<file path="src/rtl/lcd_bus_pkg.sv">
package lcd_bus_pkg;

    typedef enum logic [2:0] {
        ST_IDLE,
        ST_SETUP,
        ST_PULSE,
        ST_HOLD,
        ST_EXEC
    } lcd_state_e;

    typedef struct packed {
        lcd_state_e state;
        logic       rs;
        logic       rw;
        logic       oe;
        logic       e;
        logic       nib;    // 0: high half or whole byte, 1: low half
        logic       done;
        logic [7:0] wbyte;
    } lcd_ctl_t;

    // Convert a duration in ns to clock cycles, rounding up, at least 1.
    function automatic int unsigned ns_to_cycles(longint unsigned ns,
                                                 longint unsigned hz);
        longint unsigned c;
        c = (ns * hz + 64'd999_999_999) / 64'd1_000_000_000;
        if (c == 0) c = 1;
        return int'(c);
    endfunction

endpackage

</file>
<file path="src/rtl/lcd_interval_timer.sv">
module lcd_interval_timer #(
    parameter int CNT_W = 12
) (
    input  logic             clk,
    input  logic             rst_n,
    input  logic             load,
    input  logic [CNT_W-1:0] load_val,
    output logic             expired
);
    logic [CNT_W-1:0] cnt_d, cnt_q;

    always_comb begin
        cnt_d = cnt_q;
        if (load)
            cnt_d = load_val;
        else if (cnt_q != '0)
            cnt_d = cnt_q - 1'b1;
    end

    always_ff @(posedge clk or negedge rst_n) begin
        if (!rst_n) cnt_q <= '0;
        else        cnt_q <= cnt_d;
    end

    assign expired = (cnt_q == '0);
endmodule

</file>
<file path="src/rtl/lcd_lane_select.sv">
module lcd_lane_select #(
    parameter bit MODE_4BIT = 1'b1,
    parameter int BUS_W     = MODE_4BIT ? 4 : 8
) (
    input  logic [7:0]       wbyte,
    input  logic             nib,
    output logic [BUS_W-1:0] lanes
);
    generate
        if (MODE_4BIT) begin : g_half
            assign lanes = nib ? wbyte[3:0] : wbyte[7:4];
        end else begin : g_full
            logic unused_nib;
            assign unused_nib = nib;
            assign lanes = wbyte;
        end
    endgenerate
endmodule

</file>
<file path="src/rtl/lcd_read_merge.sv">
module lcd_read_merge #(
    parameter bit MODE_4BIT = 1'b1,
    parameter int BUS_W     = MODE_4BIT ? 4 : 8
) (
    input  logic             clk,
    input  logic             rst_n,
    input  logic             capture,
    input  logic             nib,
    input  logic [BUS_W-1:0] lanes,
    output logic [7:0]       rbyte
);
    generate
        if (MODE_4BIT) begin : g_half
            logic [3:0] hi_d, hi_q, lo_d, lo_q;
            always_comb begin
                hi_d = hi_q;
                lo_d = lo_q;
                if (capture && !nib) hi_d = lanes;
                if (capture &&  nib) lo_d = lanes;
            end
            always_ff @(posedge clk or negedge rst_n) begin
                if (!rst_n) begin
                    hi_q <= '0;
                    lo_q <= '0;
                end else begin
                    hi_q <= hi_d;
                    lo_q <= lo_d;
                end
            end
            assign rbyte = {hi_q, lo_q};
        end else begin : g_full
            logic [7:0] b_d, b_q;
            logic       unused_nib;
            assign unused_nib = nib;
            always_comb b_d = capture ? lanes : b_q;
            always_ff @(posedge clk or negedge rst_n) begin
                if (!rst_n) b_q <= '0;
                else        b_q <= b_d;
            end
            assign rbyte = b_q;
        end
    endgenerate
endmodule

</file>
<file path="src/rtl/lcd_bus_master.sv">
module lcd_bus_master
    import lcd_bus_pkg::*;
#(
    parameter longint unsigned CLK_HZ    = 64'd50_000_000,
    parameter bit              MODE_4BIT = 1'b1,
    parameter longint unsigned SETUP_NS  = 64'd60,
    parameter longint unsigned PULSE_NS  = 64'd450,
    parameter longint unsigned HOLD_NS   = 64'd20,
    parameter longint unsigned EXEC_NS   = 64'd37_000,
    localparam int             BUS_W     = MODE_4BIT ? 4 : 8
) (
    input  logic             clk,
    input  logic             rst_n,
    input  logic             req_valid,
    output logic             req_ready,
    input  logic             req_read,
    input  logic             req_rs,
    input  logic [7:0]       req_wdata,
    output logic             rd_done,
    output logic [7:0]       rd_data,
    output logic             lcd_rs,
    output logic             lcd_rw,
    output logic             lcd_e,
    output logic [BUS_W-1:0] bus_dout,
    input  logic [BUS_W-1:0] bus_din,
    output logic             bus_oe
);
    localparam int SETUP_CYC = ns_to_cycles(SETUP_NS, CLK_HZ);
    localparam int PULSE_CYC = ns_to_cycles(PULSE_NS, CLK_HZ);
    localparam int HOLD_CYC  = ns_to_cycles(HOLD_NS,  CLK_HZ);
    localparam int EXEC_CYC  = ns_to_cycles(EXEC_NS,  CLK_HZ);
    localparam int MAX_A     = (SETUP_CYC > PULSE_CYC) ? SETUP_CYC : PULSE_CYC;
    localparam int MAX_B     = (HOLD_CYC  > EXEC_CYC)  ? HOLD_CYC  : EXEC_CYC;
    localparam int MAX_CYC   = (MAX_A > MAX_B) ? MAX_A : MAX_B;
    localparam int CNT_W     = $clog2(MAX_CYC + 1);

    localparam logic [CNT_W-1:0] LD_SETUP = CNT_W'(SETUP_CYC - 1);
    localparam logic [CNT_W-1:0] LD_PULSE = CNT_W'(PULSE_CYC - 1);
    localparam logic [CNT_W-1:0] LD_HOLD  = CNT_W'(HOLD_CYC - 1);
    localparam logic [CNT_W-1:0] LD_EXEC  = CNT_W'(EXEC_CYC - 1);

    lcd_ctl_t         r_d, r_q;
    logic             tmr_load;
    logic [CNT_W-1:0] tmr_val;
    logic             tmr_expired;
    logic             capture;

    lcd_interval_timer #(.CNT_W(CNT_W)) u_timer (
        .clk      (clk),
        .rst_n    (rst_n),
        .load     (tmr_load),
        .load_val (tmr_val),
        .expired  (tmr_expired)
    );

    lcd_lane_select #(.MODE_4BIT(MODE_4BIT), .BUS_W(BUS_W)) u_lanes (
        .wbyte (r_q.wbyte),
        .nib   (r_q.nib),
        .lanes (bus_dout)
    );

    lcd_read_merge #(.MODE_4BIT(MODE_4BIT), .BUS_W(BUS_W)) u_merge (
        .clk     (clk),
        .rst_n   (rst_n),
        .capture (capture),
        .nib     (r_q.nib),
        .lanes   (bus_din),
        .rbyte   (rd_data)
    );

    always_comb begin
        r_d      = r_q;
        r_d.done = 1'b0;
        tmr_load = 1'b0;
        tmr_val  = '0;
        capture  = 1'b0;
        unique case (r_q.state)
            ST_IDLE: begin
                if (req_valid) begin
                    r_d.rs    = req_rs;
                    r_d.rw    = req_read;
                    r_d.oe    = ~req_read;
                    r_d.wbyte = req_wdata;
                    r_d.nib   = 1'b0;
                    r_d.state = ST_SETUP;
                    tmr_load  = 1'b1;
                    tmr_val   = LD_SETUP;
                end
            end
            ST_SETUP: begin
                if (tmr_expired) begin
                    r_d.e     = 1'b1;
                    r_d.state = ST_PULSE;
                    tmr_load  = 1'b1;
                    tmr_val   = LD_PULSE;
                end
            end
            ST_PULSE: begin
                if (tmr_expired) begin
                    r_d.e     = 1'b0;
                    r_d.state = ST_HOLD;
                    tmr_load  = 1'b1;
                    tmr_val   = LD_HOLD;
                    capture   = r_q.rw;
                end
            end
            ST_HOLD: begin
                if (tmr_expired) begin
                    if (MODE_4BIT && !r_q.nib) begin
                        r_d.nib   = 1'b1;
                        r_d.state = ST_SETUP;
                        tmr_load  = 1'b1;
                        tmr_val   = LD_SETUP;
                    end else if (r_q.rw) begin
                        r_d.done  = 1'b1;
                        r_d.rw    = 1'b0;
                        r_d.oe    = 1'b1;
                        r_d.state = ST_IDLE;
                    end else begin
                        r_d.state = ST_EXEC;
                        tmr_load  = 1'b1;
                        tmr_val   = LD_EXEC;
                    end
                end
            end
            ST_EXEC: begin
                if (tmr_expired) r_d.state = ST_IDLE;
            end
            default: r_d.state = ST_IDLE;
        endcase
    end

    always_ff @(posedge clk or negedge rst_n) begin
        if (!rst_n) begin
            r_q       <= '0;
            r_q.state <= ST_IDLE;
            r_q.oe    <= 1'b1;
        end else begin
            r_q <= r_d;
        end
    end

    assign req_ready = (r_q.state == ST_IDLE);
    assign rd_done   = r_q.done;
    assign lcd_rs    = r_q.rs;
    assign lcd_rw    = r_q.rw;
    assign lcd_e     = r_q.e;
    assign bus_oe    = r_q.oe;
endmodule

</file>
<file path="config.mk">
export PLATFORM = sky130hd
export DESIGN_NAME = lcd_bus_master
export DESIGN_NICKNAME = d
export VERILOG_FILES = /design/src/rtl/lcd_bus_pkg.sv /design/src/rtl/lcd_interval_timer.sv /design/src/rtl/lcd_lane_select.sv /design/src/rtl/lcd_read_merge.sv /design/src/rtl/lcd_bus_master.sv
export SDC_FILE = /design/constraint.sdc
export NUM_CORES = 1
export LEC_CHECK = 0
export BUFFER_PORTS_ARGS = -buffer_cell sky130_fd_sc_hd__buf_2
export CAP_MARGIN = 20
export CORE_MARGIN = 3
export CORE_UTILIZATION = 54
export DETAILED_ROUTE_END_ITERATION = 6
export GPL_ROUTABILITY_DRIVEN = 0
export PLACE_DENSITY = 0.83
export SLEW_MARGIN = 20
export SYNTH_ARGS = -nofsm -noshare
export SYNTH_HDL_FRONTEND = slang
export SYNTH_SLANG_ARGS = --single-unit
</file>
<file path="constraint.sdc">
create_clock -name clk -period 2.6 [get_ports clk]
set_clock_uncertainty 0.2 [all_clocks]
set_input_delay 0.52 -clock clk [delete_from_list [all_inputs] [get_ports clk]]
set_output_delay 0.52 -clock clk [all_outputs]
set_load 0.05 [all_outputs]
</file>
==> flow_summary.ini <==
[detailed_routing]
num_vias = 1435
routedWlPerCell_um = 14.5
viasPerCell = 5.52
drcViolationCount = 0
drtIter0Drc = 27
dr.pass1.iters = 5
wl_um = 3760
final_antenna_net_count = 0

[sta]
finalCritPeriodShare_pct = 88.5
finalMaxSlewViolations = 0
finalSetupViolCount = 0
maxSlewHeadroom_pct = 49.2
min_period_ns = 2.30
hold_ws_ns = 0.0248
rsz0062_at_grt = false
fmax_mhz = 435
finalHoldViolCount = 0
setup-tns-final_ns = 0
worst_pin_slew_ns = 0.762

[clocking]
htree_num_levels = 2
tritoncts = yes
cts_setup_buffers = 0
cts-buffers-inserted = 5
clock_path_buffers = 2
cts_sinks = 36
cts-hold-fix-buffers = 0
post_cts_resized = 0
cts.clk_slew.worst_paths_ns = 0.11
clk_latency_ns = 0.35
cts-root-buf = clkbuf_4

[logic_synthesis]
synth_warnings = 0
synth_cell_types = 41
syn_avg_cell_area_um2 = 9.88
synth-seq-cells = 36
yosysTopAreaCellShare_pct = 49.3
synth_area_leaders = dfrtp_1 49%, nand2_1 9.3%, mux2_2 7.6%
seq_area_frac_synth_pct = 50.7
mappedNetlistNets = 198
yosysTopAreaCell = dfrtp_1
ys.flop_type = dfrtp_1
synthArstFlopShare_pct = 100
syn_inst = 180
synth_edf_count = 0
syn_area_um2 = 1780

[power_and_ir_drop]
p_clk_share_pct = 30.9
switchingPower_w = 0.000362
p_per_area_nw_per_um2 = 612
p_leak_nw = 1.01
p_comb_share_pct = 13.0
internal-power_w = 0.000906
p_sw_share_pct = 28.6
pwr-share-seq_pct = 56.1
vdd_drop_max_mv = 0.402

[setup_path]
worstReg2RegEnd = u_merge.g_half.lo_q[2]
critPathRequiredTime_ns = 2.64
cp-startpoint = u_timer.cnt_q[0]
crit_slowest_cell = dfrtp_1
r2r_cells = 6
worst-setup-path-type = flop to flop
r2r_slack_ns = 0.30
worstSetupEndpointType = flop
crit_path_cell_trace = inv_1 -> ha_1 -> nor3b_2 -> nand4_1 -> nor2_1 -> mux2_2
worstPathArrival_ns = 2.34
reg2reg_from = u_timer.cnt_q[0]
crit_fanout = 5
critPathLaunchType = flop
slowest_delay_ns = 0.41

[floorplanning]
rows = 20
die_h_um = 63.4
io_pins = 35
initial_core_util_pct = 57.3
die_area_um2 = 4020
core_area_um2 = 3100
fp.dieW_um = 63.4

[grt]
grt_max_degree = 37
grt_use_total_pct = 21.0
grt_pass1_wl_um = 6570
antenna_found_initial = 0
grt.overflow.total = 0
grt_pass1_vias = 1409

[place]
placed_cells = 252
post-dp-hpwl_um = 2730
portBuffers = 34

[run_status]
outcome = finished clean

[cells_and_area]
drive_above_1_share_pct = 30.1
final_common_cell = nand2_1
fin_nets = 233
final_cell_count_no_fill = 260
layout_common_cells = 44 x nand2_1, 35 x dfrtp_1, 34 x buf_2
area_delta_synth_final_pct = 16.5
antenna_cells = 0

[flow_run]
maxCapViolCount = 0

[hold_path]
hp-class = input port to async pin
-- layer usage --
metal,vias up,routed length [µm],global-route usage [%]
met5,-,0,0
met2,37,1850,33.5
met4,0,91,12.9
li1,702,-,-
met3,10,188,4.46
met1,686,1630,25.9
-- final cells by class --
type / instances / area, µm²
Clock buffer: 5 / 37.5
Clock inverter: 3 / 42.5
Fill cell: 265 / 1030
Inverter: 3 / 11.3
Multi-Input combinational cell: 132 / 830
Sequential cell: 36 / 902
Tap cell: 44 / 55.1
Timing Repair Buffer: 37 / 193
-- critical path: cells and delay by family, from the launching register on --
kind | cells | cell delay (ns)
adders and majority gates | 1 | 0.21
buffers and inverters | 1 | 0.12
DFF | 1 | 0.41
muxes | 1 | 0.39
and+or+nand+nor | 3 | 0.86
-- state kept, by name (all words and copies together), names as in the netlist --
name and flops:
lcd_rs 1, bus_oe 1, rd_done 1, lcd_e 1
r_q 12, lcd_rw 1, u_merge.g_half.hi_q 4, u_timer.cnt_q 11
u_merge.g_half.lo_q 4
-- through the flow --
stage	instance area [µm²]	total power [W]	worst slack [ns]	utilization (%)
2_1_floorplan	1780	0.000819	0.377	-
3_3_place_gp	1990	0.000879	0.395	64.2
3_5_place_dp	1990	0.000885	0.328	64.2
4_1_cts	2070	0.00128	0.303	66.7
5_1_grt	2070	0.00134	0.128	66.7
6_report	2070	0.00127	0.300	66.7
-- power by group through the flow --
stage / Combinational (W) / Clock, W / Sequential (W)
2_1_floorplan: 0.000118 / 0 / 0.000701
3_3_place_gp: 0.000162 / 0 / 0.000717
3_5_place_dp: 0.000164 / 0 / 0.000721
4_1_cts: 0.000165 / 0.000399 / 0.000711
5_1_grt: 0.000192 / 0.000428 / 0.000722
6_report: 0.000165 / 0.000392 / 0.000711
-- cell usage after synthesis, types with 2 or more instances --
master,n
mux2_2,12
a211oi_1,2
nand3b_1,3
nor3b_2,2
buf_2,5
o21ai_0,7
dfrtp_1,35
or3_1,2
nand4_1,2
inv_1,3
a21oi_1,9
nor2_1,7
xnor2_1,5
nor3_1,10
nand2_1,44
clkbuf_1,4
o31a_1,2
nand2b_1,3
-- kinds of logic (layout without fill, tap and decap cells) --
group	after synthesis	count (layout)	synth area share [%]
and+or+nand+nor	84	84	24.3
xor gates and xnor gates	5	5	2.46
DFF	36	36	50.7
buffers and inverters	12	48	2.88
adders and majority gates	1	1	0.704
AOI/OAI and AO/OA	30	30	11.3
muxes	12	12	7.60
-- worst max path at each step --
stage          cells after the start                     end  slack (ns)
3_3_place_gp                       6  u_merge.g_half.hi_q[1]        0.40
2_1_floorplan                      6        u_timer.cnt_q[1]        0.38
5_1_grt                            6                 r_q[14]        0.13
3_5_place_dp                       6  u_merge.g_half.lo_q[2]        0.33
6_report                           6  u_merge.g_half.lo_q[2]        0.30
4_1_cts                            6  u_merge.g_half.lo_q[2]        0.30
Note: power is estimated with default switching activity, not from simulation.
